==> src/rtl/devmode_pkg.sv <==
package devmode_pkg;

    typedef enum logic [1:0] {
        ST_ARMED = 2'd0,
        ST_USER  = 2'd1,
        ST_DEV   = 2'd2
    } dm_state_e;

    typedef struct packed {
        dm_state_e state;
    } dm_fsm_regs_t;

endpackage

==> src/rtl/devmode_hifilt.sv <==
module devmode_hifilt #(
    parameter int T_TEST = 8
) (
    input  logic clk,
    input  logic rst_n,
    input  logic en,
    input  logic pin,
    input  logic tick,
    output logic expired
);
    localparam int CW = $clog2(T_TEST + 1);
    localparam logic [CW-1:0] LIMIT = CW'(T_TEST);

    typedef struct packed {
        logic [CW-1:0] cnt;
    } filt_regs_t;

    filt_regs_t r_d, r_q;

    always_comb begin
        r_d = r_q;
        if (!en || !pin) begin
            r_d.cnt = '0;
        end else if (tick && (r_q.cnt != LIMIT)) begin
            r_d.cnt = r_q.cnt + 1'b1;
        end
    end

    always_ff @(posedge clk or negedge rst_n) begin
        if (!rst_n) begin
            r_q <= '0;
        end else begin
            r_q <= r_d;
        end
    end

    assign expired = en && (r_q.cnt == LIMIT);

    // the counter saturates at its limit
    assert_cnt_bound_R4: assert property (@(posedge clk) disable iff (!rst_n)
        r_q.cnt <= LIMIT);

    // a low pin restarts the high-time count
    assert_low_clears_R4: assert property (@(posedge clk) disable iff (!rst_n)
        (!pin) |=> (r_q.cnt == '0));

endmodule

==> src/rtl/devmode_fsm.sv <==
module devmode_fsm
    import devmode_pkg::*;
(
    input  logic      clk,
    input  logic      rst_n,
    input  logic      init_mode,
    input  logic      test_pin,
    input  logic      spi_cmd,
    input  logic      expired,
    output dm_state_e state
);
    dm_fsm_regs_t r_d, r_q;

    always_comb begin
        r_d = r_q;
        unique case (r_q.state)
            ST_ARMED: begin
                if (expired) begin
                    r_d.state = ST_USER;
                end else if (spi_cmd && init_mode) begin
                    r_d.state = test_pin ? ST_USER : ST_DEV;
                end else if (!init_mode) begin
                    r_d.state = ST_USER;
                end
            end
            ST_USER: r_d.state = ST_USER;
            ST_DEV:  r_d.state = ST_DEV;
            default: r_d.state = ST_USER;
        endcase
    end

    always_ff @(posedge clk or negedge rst_n) begin
        if (!rst_n) begin
            r_q.state <= ST_ARMED;
        end else begin
            r_q <= r_d;
        end
    end

    assign state = r_q.state;

    // development mode is held until power-on reset
    assert_dev_sticky_R7: assert property (@(posedge clk) disable iff (!rst_n)
        (r_q.state == ST_DEV) |=> (r_q.state == ST_DEV));

    // a closed window never re-opens
    assert_no_rearm_R6: assert property (@(posedge clk) disable iff (!rst_n)
        (r_q.state == ST_USER) |=> (r_q.state == ST_USER));

    // an expired filter blocks entry
    assert_abort_blocks_R3: assert property (@(posedge clk) disable iff (!rst_n)
        (r_q.state == ST_ARMED && expired) |=> (r_q.state == ST_USER));

    // command with pin high never commits
    assert_high_cmd_R5: assert property (@(posedge clk) disable iff (!rst_n)
        (r_q.state == ST_ARMED && spi_cmd && test_pin) |=> (r_q.state != ST_DEV));

endmodule

==> src/rtl/dev_entry_ctrl.sv <==
module dev_entry_ctrl
    import devmode_pkg::*;
#(
    parameter int T_TEST = 8
) (
    input  logic clk,
    input  logic por_n,
    input  logic init_mode,
    input  logic test_pin,
    input  logic spi_cmd,
    input  logic tick,
    input  logic wd_fail,
    input  logic other_fail,
    output logic dev_mode,
    output logic wd_disable,
    output logic can_dflt_on,
    output logic vcc2_dflt_on,
    output logic safe_req
);
    dm_state_e state;
    logic      expired;
    logic      armed;

    assign armed = (state == ST_ARMED);

    devmode_hifilt #(.T_TEST(T_TEST)) u_filt (
        .clk     (clk),
        .rst_n   (por_n),
        .en      (armed),
        .pin     (test_pin),
        .tick    (tick),
        .expired (expired)
    );

    devmode_fsm u_fsm (
        .clk       (clk),
        .rst_n     (por_n),
        .init_mode (init_mode),
        .test_pin  (test_pin),
        .spi_cmd   (spi_cmd),
        .expired   (expired),
        .state     (state)
    );

    assign dev_mode     = (state == ST_DEV);
    assign wd_disable   = dev_mode;
    assign can_dflt_on  = dev_mode || armed;
    assign vcc2_dflt_on = dev_mode || armed;
    assign safe_req     = other_fail || (wd_fail && !dev_mode);

    // watchdog failures are masked in development mode
    assert_wd_masked_R8: assert property (@(posedge clk) disable iff (!por_n)
        (dev_mode && !other_fail) |-> !safe_req);

    // other causes always reach the request
    assert_other_pass_R9: assert property (@(posedge clk) disable iff (!por_n)
        other_fail |-> safe_req);

    // defaults drop once the window has closed without entry
    assert_dflt_off_R10: assert property (@(posedge clk) disable iff (!por_n)
        (!dev_mode && $past(!armed)) |-> (!can_dflt_on && !vcc2_dflt_on));

endmodule

==> config.mk <==
export PLATFORM = sky130hd
export DESIGN_NAME = dev_entry_ctrl
export DESIGN_NICKNAME = d
export VERILOG_FILES = /design/src/rtl/devmode_pkg.sv /design/src/rtl/devmode_hifilt.sv /design/src/rtl/devmode_fsm.sv /design/src/rtl/dev_entry_ctrl.sv
export SDC_FILE = /design/constraint.sdc
export NUM_CORES = 1
export LEC_CHECK = 0
export ABC_AREA = 1
export BUFFER_PORTS_ARGS = -buffer_cell sky130_fd_sc_hd__buf_4
export CAP_MARGIN = 15
export CELL_PAD_IN_SITES_DETAIL_PLACEMENT = 1
export CELL_PAD_IN_SITES_GLOBAL_PLACEMENT = 2
export CORE_ASPECT_RATIO = 0.9
export CORE_MARGIN = 2
export CORE_UTILIZATION = 24
export CTS_CLUSTER_SIZE = 40
export DETAILED_ROUTE_END_ITERATION = 8
export PLACE_DENSITY = 0.82
export RECOVER_POWER = 25
export SYNTH_ARGS = -nofsm -noshare
export SYNTH_HDL_FRONTEND = slang
export SYNTH_SLANG_ARGS = --single-unit
==> constraint.sdc <==
create_clock -name clk -period 1.6 [get_ports clk]
set_clock_uncertainty 0.2 [all_clocks]
set_input_delay 0.08 -clock clk [delete_from_list [all_inputs] [get_ports clk]]
set_output_delay 0.08 -clock clk [all_outputs]
set_load 0.02 [all_outputs]
Word-level counts from Yosys, hierarchy flattened
Cells that the tools add are included. Widths: inputs -> output; s select.

Register bits after elaboration: 6. Input port bits: 8. Output and inout bits: 5. Word-level logic and storage cells: 26.

Add/subtract/negate cells: 1. Equality and inequality tests: 4. Multiplexer cells: 7. Reduce and logical (&&, ||, !) cells: 12.

Operators by type and width (number): $mux 2 (4); $mux 4 (2); $add 4x1->4 const B (1); $eq 4x4->1 const B (1); $logic_and 1x1->1 (4); $ne 4x3->1 const B (1); $ne 4x4->1 const B (1); $pmux 2 s2 (1); $logic_not 1->1 (3); $logic_or 1x1->1 (3); $eq 2x2->1 const B (1); $logic_not 2->1 (1); $reduce_bool 2->1 (1).

Longest topological paths before layout
Gate-level depths: netlist of run 1.

Depth after elaboration: 4. Depth in mapped cells: 6. Mapped depth without buffers: 6.

Hierarchy
Synthesis of run 1 repeated with hierarchy kept, for this count alone.

Cell total of the unflattened synthesis: 56. Area total of the unflattened synthesis: 395.4 um2.

By module, submodules not included: devmode_hifilt (times used 1, cells an instance 32, area an instance 244.0 um2, seq. area each 100.1 um2); devmode_fsm (times used 1, cells an instance 15, area an instance 107.6 um2, seq. area each 50.0 um2); dev_entry_ctrl (times used 1, cells an instance 9, area an instance 43.8 um2, seq. area each 0.0 um2).

Worst setup path after synthesis of run 1
No wires, ideal clock.

Path kind: reg2out. From: register u_fsm.state[0] (netlist name). To: output wd_disable. Data arrival time: 1.028 ns. Data required time: 1.320 ns. Slack: 0.292 ns. Cell stages (with the launch flop): 5. Path through: dfrtp_1 inv_1 nand2_1 inv_1 buf_4.

Word-level cells in the longest chain between the ends: 1.

Ends and longest elaborated chain: $eq 2x2->1 (RTL line dev_entry_ctrl.sv:45) `assign dev_mode = (state == ST_DEV);`; to (decl) (RTL line dev_entry_ctrl.sv:15) `output logic wd_disable,`.

No other way between the ends.

Final worst setup path of run 1
From: register u_fsm.state[0] (netlist name). To: output safe_req.

Word-level cells in the longest chain between the ends: 4.

Ends and longest elaborated chain: $eq 2x2->1 (RTL line dev_entry_ctrl.sv:45); $logic_not 1->1 (RTL line dev_entry_ctrl.sv:49) `assign safe_req = other_fail || (wd_fail && !dev_mode);`; $logic_and 1x1->1 (RTL line dev_entry_ctrl.sv:49); $logic_or 1x1->1 (RTL line dev_entry_ctrl.sv:49); to (decl) (RTL line dev_entry_ctrl.sv:18) `output logic safe_req`.

No other way between the ends.

==> results by group, run 1 <==
Floorplanning
  • Core box area: 1450 sq um
  • DIE HEIGHT: 41.2 um
  • I/O pin count: 13
  • Die area: roughly 1900 sq um
  • Core Rows: 13
  • Die width: between 40 and 50 um
  • Initial core utilization: 0.255

Yosys
  • Top post-synthesis cells by area: dfrtp_1 (41%), nand3_1 (9.5%), inv_1 (8.1%), nand2_1 (8.1%), ha_1 (6.8%)
  • Post-Syn Instances: 47
  • Syn_area_per_cell: about 7.9 sq um
  • Unique masters post-synth: 15
  • Synth warnings: 0
  • Syn Nets: 57
  • Post-synthesis sequential area ratio: 0.407
  • Synth area leader: dfrtp_1
  • Synth Register Bits: 6
  • Synth Cell Area: about 370 sq um
  • Synth top area share: 0.407

Route
  • Post-DR vias/cell: roughly 4.4
  • WL final: about 850 um
  • Remaining DRCs: 0
  • First-pass DRT Iterations: 2
  • WL per Instance: 10.5 um
  • Initial DRC Count: 3
  • Routed vias: 353
  • Antenna Violating Nets Remaining: 0

Clock network
  • CTS tree: yes
  • Sink count of the clock tree: 6
  • Clock latency on the worst-skew pair: ~0.24 ns
  • Htree depth: 1
  • Root buf cell: clkbuf_4
  • Post-CTS sizing: 0
  • Total CTS buffers: 3
  • Clock transition at path regs: 0.04 ns
  • CTS Buffer Depth: 2

Placed design
  • DP Wirelength: just under 700 um
  • PortBufs: 12
  • Gp weighted congestion: 0.691

Timing
  • Worst slew pin tran: between 0.2 and 0.3 ns
  • Hold Slack: roughly 0.23 ns
  • RSZ-0062 raised after global routing: false
  • Fmax: a little over 0.7 GHz
  • Min Clock Period, post-route: 1.41 ns
  • Rel. slew slack: 0.820
  • Pins over their slew limit: 0
  • Final setup viols: 0
  • Period Utilization, post-route: 0.880
  • Setup TNS: 0 ns
  • Final hold violation count: 0

Final layout
  • Fillers: 181
  • Area Growth Syn to Fin: 44.7%
  • Fraction of layout cells with a size suffix above 1: 0.242
  • Antenna diodes: 0
  • Nets: between 70 and 80
  • Commonest cells after routing, fill and taps aside: inv_1 (8), nand2_1 (8), buf_4 (8)

Global routing
  • First-pass GRT wire length: 1.41 mm
  • Gr usage total: 0.117
  • Vias in the first global route: around 340
  • Initial antenna violation count: 0
  • Largest net degree at the start of global routing: 7
  • Grt total ovfl: 0

Critical path
  • Arrival time of the worst setup path: between 1 and 1.5 ns
  • Worst Setup SP: u_fsm.state[0]
  • CP max FO: 3
  • Critical Path End Type: primary output
  • Worst reg2reg path depth: 6
  • Worst Setup Start Kind: flop
  • RR Startpoint: u_filt.r_q[0]
  • CP Capture Point: safe_req
  • CP required: approximately 1.3 ns
  • Crit Path Category: reg -> out
  • Reg2reg end: u_filt.r_q[1]
  • R2R Setup Slk: between 0.2 and 0.25 ns

Min path
  • Tightest Hold Check Type: in -> out

Pwr
  • Pwr Total: ~0.00032 W
  • Worst VDD drop: between 0.2 and 0.3 mV
  • Power Dens Cells: around 610 nW/um^2
  • Leak: approximately 0.25 nW

Flow run
  • Maxcap violations: 0

Outcome
  • Outcome: finished clean
==> where the power goes <==
group | switching (W) | internal (W) | total, W
clock network | 0.0000506 | 0.0000846 | 0.000135
registers | 0 | 0.000152 | 0.000152
logic | 0.0000142 | 0.0000229 | 0.0000372
total | 0.0000648 | 0.000260 | 0.000325
==> worst min-delay path by stage <==
stage / slack [ns] / depth (start not counted) / startpoint / end
CTS: 0.24 / 3 / other_fail / safe_req
detailed placement: -0.31 / 1 / por_n / u_filt.r_q[0]
global route: 0.25 / 3 / other_fail / safe_req
floorplan: -0.42 / 0 / por_n / u_filt.r_q[0]
finish: 0.23 / 3 / other_fail / safe_req
global placement: -0.31 / 1 / por_n / u_filt.r_q[3]
==> critical path, stage by stage, from the launching register on <==
cell and delay (ns):
dfrtp_1 0.40, inv_1 0.10, nand2_1 0.09, a21o_1 0.16, buf_4 0.15
==> stage by stage <==
stage | cell area (sq um) | util | setup slack [ns] | instances
2_1_floorplan | 369 | - | 0.292 | 47
3_3_place_gp | 463 | 0.320 | 0.237 | 72
3_5_place_dp | 463 | 0.320 | 0.209 | 72
4_1_cts | 546 | 0.377 | 0.162 | 81
5_1_grt | 534 | 0.369 | 0.0996 | 81
6_report | 534 | 0.369 | 0.192 | 81
==> cells by family after synthesis <==
family / synth area share
simple gates: 0.298
buf+inv: 0.132
compound gates: 0.0949
flops: 0.407
fa+ha+maj: 0.0678
==> sequential cells by signal, summed over array words and instances, names as in the netlist <==
signal	flops
u_filt.r_q	4
u_fsm.state	2
==> cell type report <==
class | instances | area [sq um] | share of cell area
multi-input combinational | 30 | 170 | 0.319
timing repair buffer | 18 | 139 | 0.260
inverter | 9 | 33.8 | 0.0632
tap | 15 | 18.8 | 0.0351
sequential | 6 | 150 | 0.281
clock buffer | 3 | 22.5 | 0.0422
==> what timing repair did <==
| action | in CTS | in global routing |
|---|---|---|
| endpoints found under the hold margin | 11 | 0 |
| hold buffers | 6 | 0 |
| setup buffers | 0 | 0 |
==> synth_stat cells (all sizes together) <==
library cell	n
buf	2
nand4	1
a21oi	4
a21o	1
o21bai	1
nor2	4
inv	9
nand2	9
nand3	8
dfrtp	6
ha	2
==> routing by layer <==
metal	vias to the layer above	track usage	share of wire
met5	-	0	0
met4	0	0.132	0
met3	0	0.0132	0.0047
met2	3	0.154	0.46
met1	161	0.155	0.53
li1	189	-	-
No activity file was read; power rests on OpenSTA's default activity.
==> run 2: changes to the inputs <==
- PLACE_DENSITY: 0.82 -> 0.83
- SETUP_SLACK_MARGIN: unset -> 0.05
==> run 2 against run 1 <==
  * Critical path depth is 2 higher
  * Via count is 2.3% lower
  * Cell count is 2.5% lower
  * Hold slack worse by 0.23 ns
  * Global-route usage is 0.084 points higher
  * First-iteration DRC count is 33% lower
  * Register-to-register slack worse by 0.03 ns
  * Combinational power is 8.3% lower
  * Sequential share of layout area is 0.88 points higher
  * Sequential power hardly changed
  * Maximum frequency is 0.32% lower
  * Critical path type is now reg -> reg
  * Critical endpoint is now u_filt.r_q[1]
  * Highest routed layer is now met4
==> results by group, run 2 (synthesized netlist as in run 1, its figures left out) <==
Floorplanning
  • Core Rows: 13 (unchanged)
  • DIE HEIGHT: 41.2 um (unchanged)
  • Die width: 45.3 um (unchanged)
  • Initial core utilization: 0.255 (unchanged)
  • I/O pin count: 13 (unchanged)
  • Core box area: 1450 sq um (unchanged)
  • Die area: 1870 sq um (unchanged)

Route
  • WL per Instance: 11.2 um (+7.1%)
  • Post-DR vias/cell: 4.37 (+0.21%)
  • Remaining DRCs: 0 (unchanged)
  • Initial DRC Count: 2 (-1)
  • Antenna Violating Nets Remaining: 0 (unchanged)
  • First-pass DRT Iterations: 4 (+2)
  • Routed vias: 345 (-2.3%)
  • WL final: 886 um (+4.5%)

Placed design
  • DP Wirelength: 666 um (-3.8%)
  • Gp weighted congestion: 0.712 (+3.1%)
  • Pre-CTS WS: 0.244 ns (+0.0352 ns)
  • PortBufs: 12 (unchanged)
  • Placed insts: 72 (unchanged)

Final layout
  • Multi-input logic area: 174 sq um (+2.2%)
  • Area Growth Syn to Fin: 40.3%
  • Fillers: 185 (+2.2%)
  • Fin cells: 79 (-2.5%)
  • Fraction of layout cells with a size suffix above 1: 0.266 (+0.0232)
  • Max reg flops: 4 (unchanged)
  • Commonest cells after routing, fill and taps aside: inv_1 (8), nand2_1 (8), buf_4 (8)
  • Antenna diodes: 0 (unchanged)
  • Largest register by flop count: u_filt.r_q
  • Nets: 76 (-2.6%)
  • Largest regs: u_filt.r_q x4, u_fsm.state x2
  • Register area: 150 sq um (unchanged)

Critical path
  • CP max FO: 5 (+2)
  • CP cell instances: inv_1 -> ha_1 -> nand3_2 -> nand2_1 -> nand2_1 -> a21oi_1
  • CP required: 1.55 ns (+0.23 ns)
  • Critical Path End Type: flop
  • Critical-path top delay cell: dfrtp_1
  • Arrival time of the worst setup path: 1.37 ns (+0.24 ns)
  • Worst path max stage delay: 0.41 ns (about the same)
  • Crit Path Category: reg -> reg
  • Worst Setup Start Kind: flop
  • Most used cell, CP: nand2_1

Global routing
  • Largest net degree at the start of global routing: 7 (unchanged)
  • Gr usage total: 0.118 (+0.000837)
  • Initial antenna violation count: 0 (unchanged)
  • First-pass GRT wire length: 1.45 mm (+2.5%)
  • Vias in the first global route: 356 (+5.3%)
  • Grt total ovfl: 0 (unchanged)

Clock network
  • CTS tree: yes
  • Total CTS buffers: 3 (unchanged)
  • Htree depth: 1 (unchanged)
  • Clock latency on the worst-skew pair: 0.23 ns (about the same)
  • Sink count of the clock tree: 6 (unchanged)
  • # Post-CTS Setup Buffers: 0 (unchanged)
  • CTS Buffer Depth: 2 (unchanged)
  • Clock transition at path regs: 0.04 ns (about the same)
  • Root buf cell: clkbuf_4

Pwr
  • Leak: 0.240 nW (-3.5%)
  • Power Dens Cells: 611 nW/um^2 (+0.53%)
  • Worst VDD drop: 0.341 mV (+14%)
  • Pwr Total: 0.000316 W (-2.5%)

Min path
  • Tightest Hold Check Type: in -> reg

Timing
  • Final hold violation count: 0 (unchanged)
  • Fmax: 0.708 GHz (-0.32%)
  • Pins over their slew limit: 0 (unchanged)
  • Setup ws final: 0.188 ns (-0.00451 ns)
  • Min Clock Period, post-route: 1.41 ns (+0.00452 ns)
  • Hold Slack: 0.000351 ns (-0.234 ns)
  • Setup TNS: 0 ns (unchanged)
  • Worst slew pin tran: 0.267 ns (-0.00211 ns)
  • Final setup viols: 0 (unchanged)
  • Period Utilization, post-route: 0.883 (+0.00282)
  • Rel. slew slack: 0.822 (+0.00141)
  • RSZ-0062 raised after global routing: false

Outcome
  • Outcome: finished clean

Flow run
  • Maxcap violations: 0 (unchanged)
run 2: changes by cell type in the layout (fill, tap and decap cells not counted):
| cell | change |
|---|---|
| dlygate4sd3_1 | -2 |
| a21oi_2 | +1 |
| a21oi_1 | -1 |
run 2: power by group:
part | internal [W] | total [W] | switching (W) | leakage (nW)
Combinational | 0.0000198 | 0.0000341 | 0.0000143 | 0.147
Clock | 0.0000843 | 0.000130 | 0.0000457 | 0.0138
Sequential | 0.000152 | 0.000152 | 0 | 0.0786
run 2: through the flow:
stage                util  instance area [sq um]
floorplan               -                    369
CTS                 0.363                    526
global placement    0.320                    463
finish              0.358                    518
global route        0.358                    518
detailed placement  0.320                    463
run 2: what timing repair did:
item | CTS | global route
setup endpoints to repair | 0 | 1
gates resized for setup | 0 | 1
endpoints found under the hold margin | 10 | 0
hold buffers | 4 | 0
run 2: critical path, delay by kind of cell, from the launching register on:
kind,cells,cell delay [ns]
compound gates,1,0.14
fa+ha+maj,1,0.18
buf+inv,1,0.09
flops,1,0.41
simple gates,3,0.31
run 2: area by class of cell:
class | count | area share
clock buffer | 3 | 0.0435
sequential | 6 | 0.290
tap | 15 | 0.0362
multi-input combinational | 30 | 0.336
timing repair buffer | 16 | 0.229
inverter | 9 | 0.0652
run 2: worst paths after layout:
kind / start / end / slack, ns / cells past startpoint
min reg2reg: u_filt.r_q[0] / u_filt.r_q[0] / 0.40 / 2
max: u_filt.r_q[0] / u_filt.r_q[1] / 0.19 / 6
min in group asynchronous: por_n / u_filt.r_q[3] / 0.63 / 3
min: init_mode / u_fsm.state[0] / 0.0004 / 4
max reg2reg: u_filt.r_q[0] / u_filt.r_q[1] / 0.19 / 6
max in group asynchronous: por_n / u_fsm.state[0] / 0.36 / 3
run 2: per-layer routing:
layer,GRT usage,share of wire
met1,0.134,0.47
met2,0.196,0.50
met3,0.0264,0.014
met4,0.0882,0.014
met5,0,0
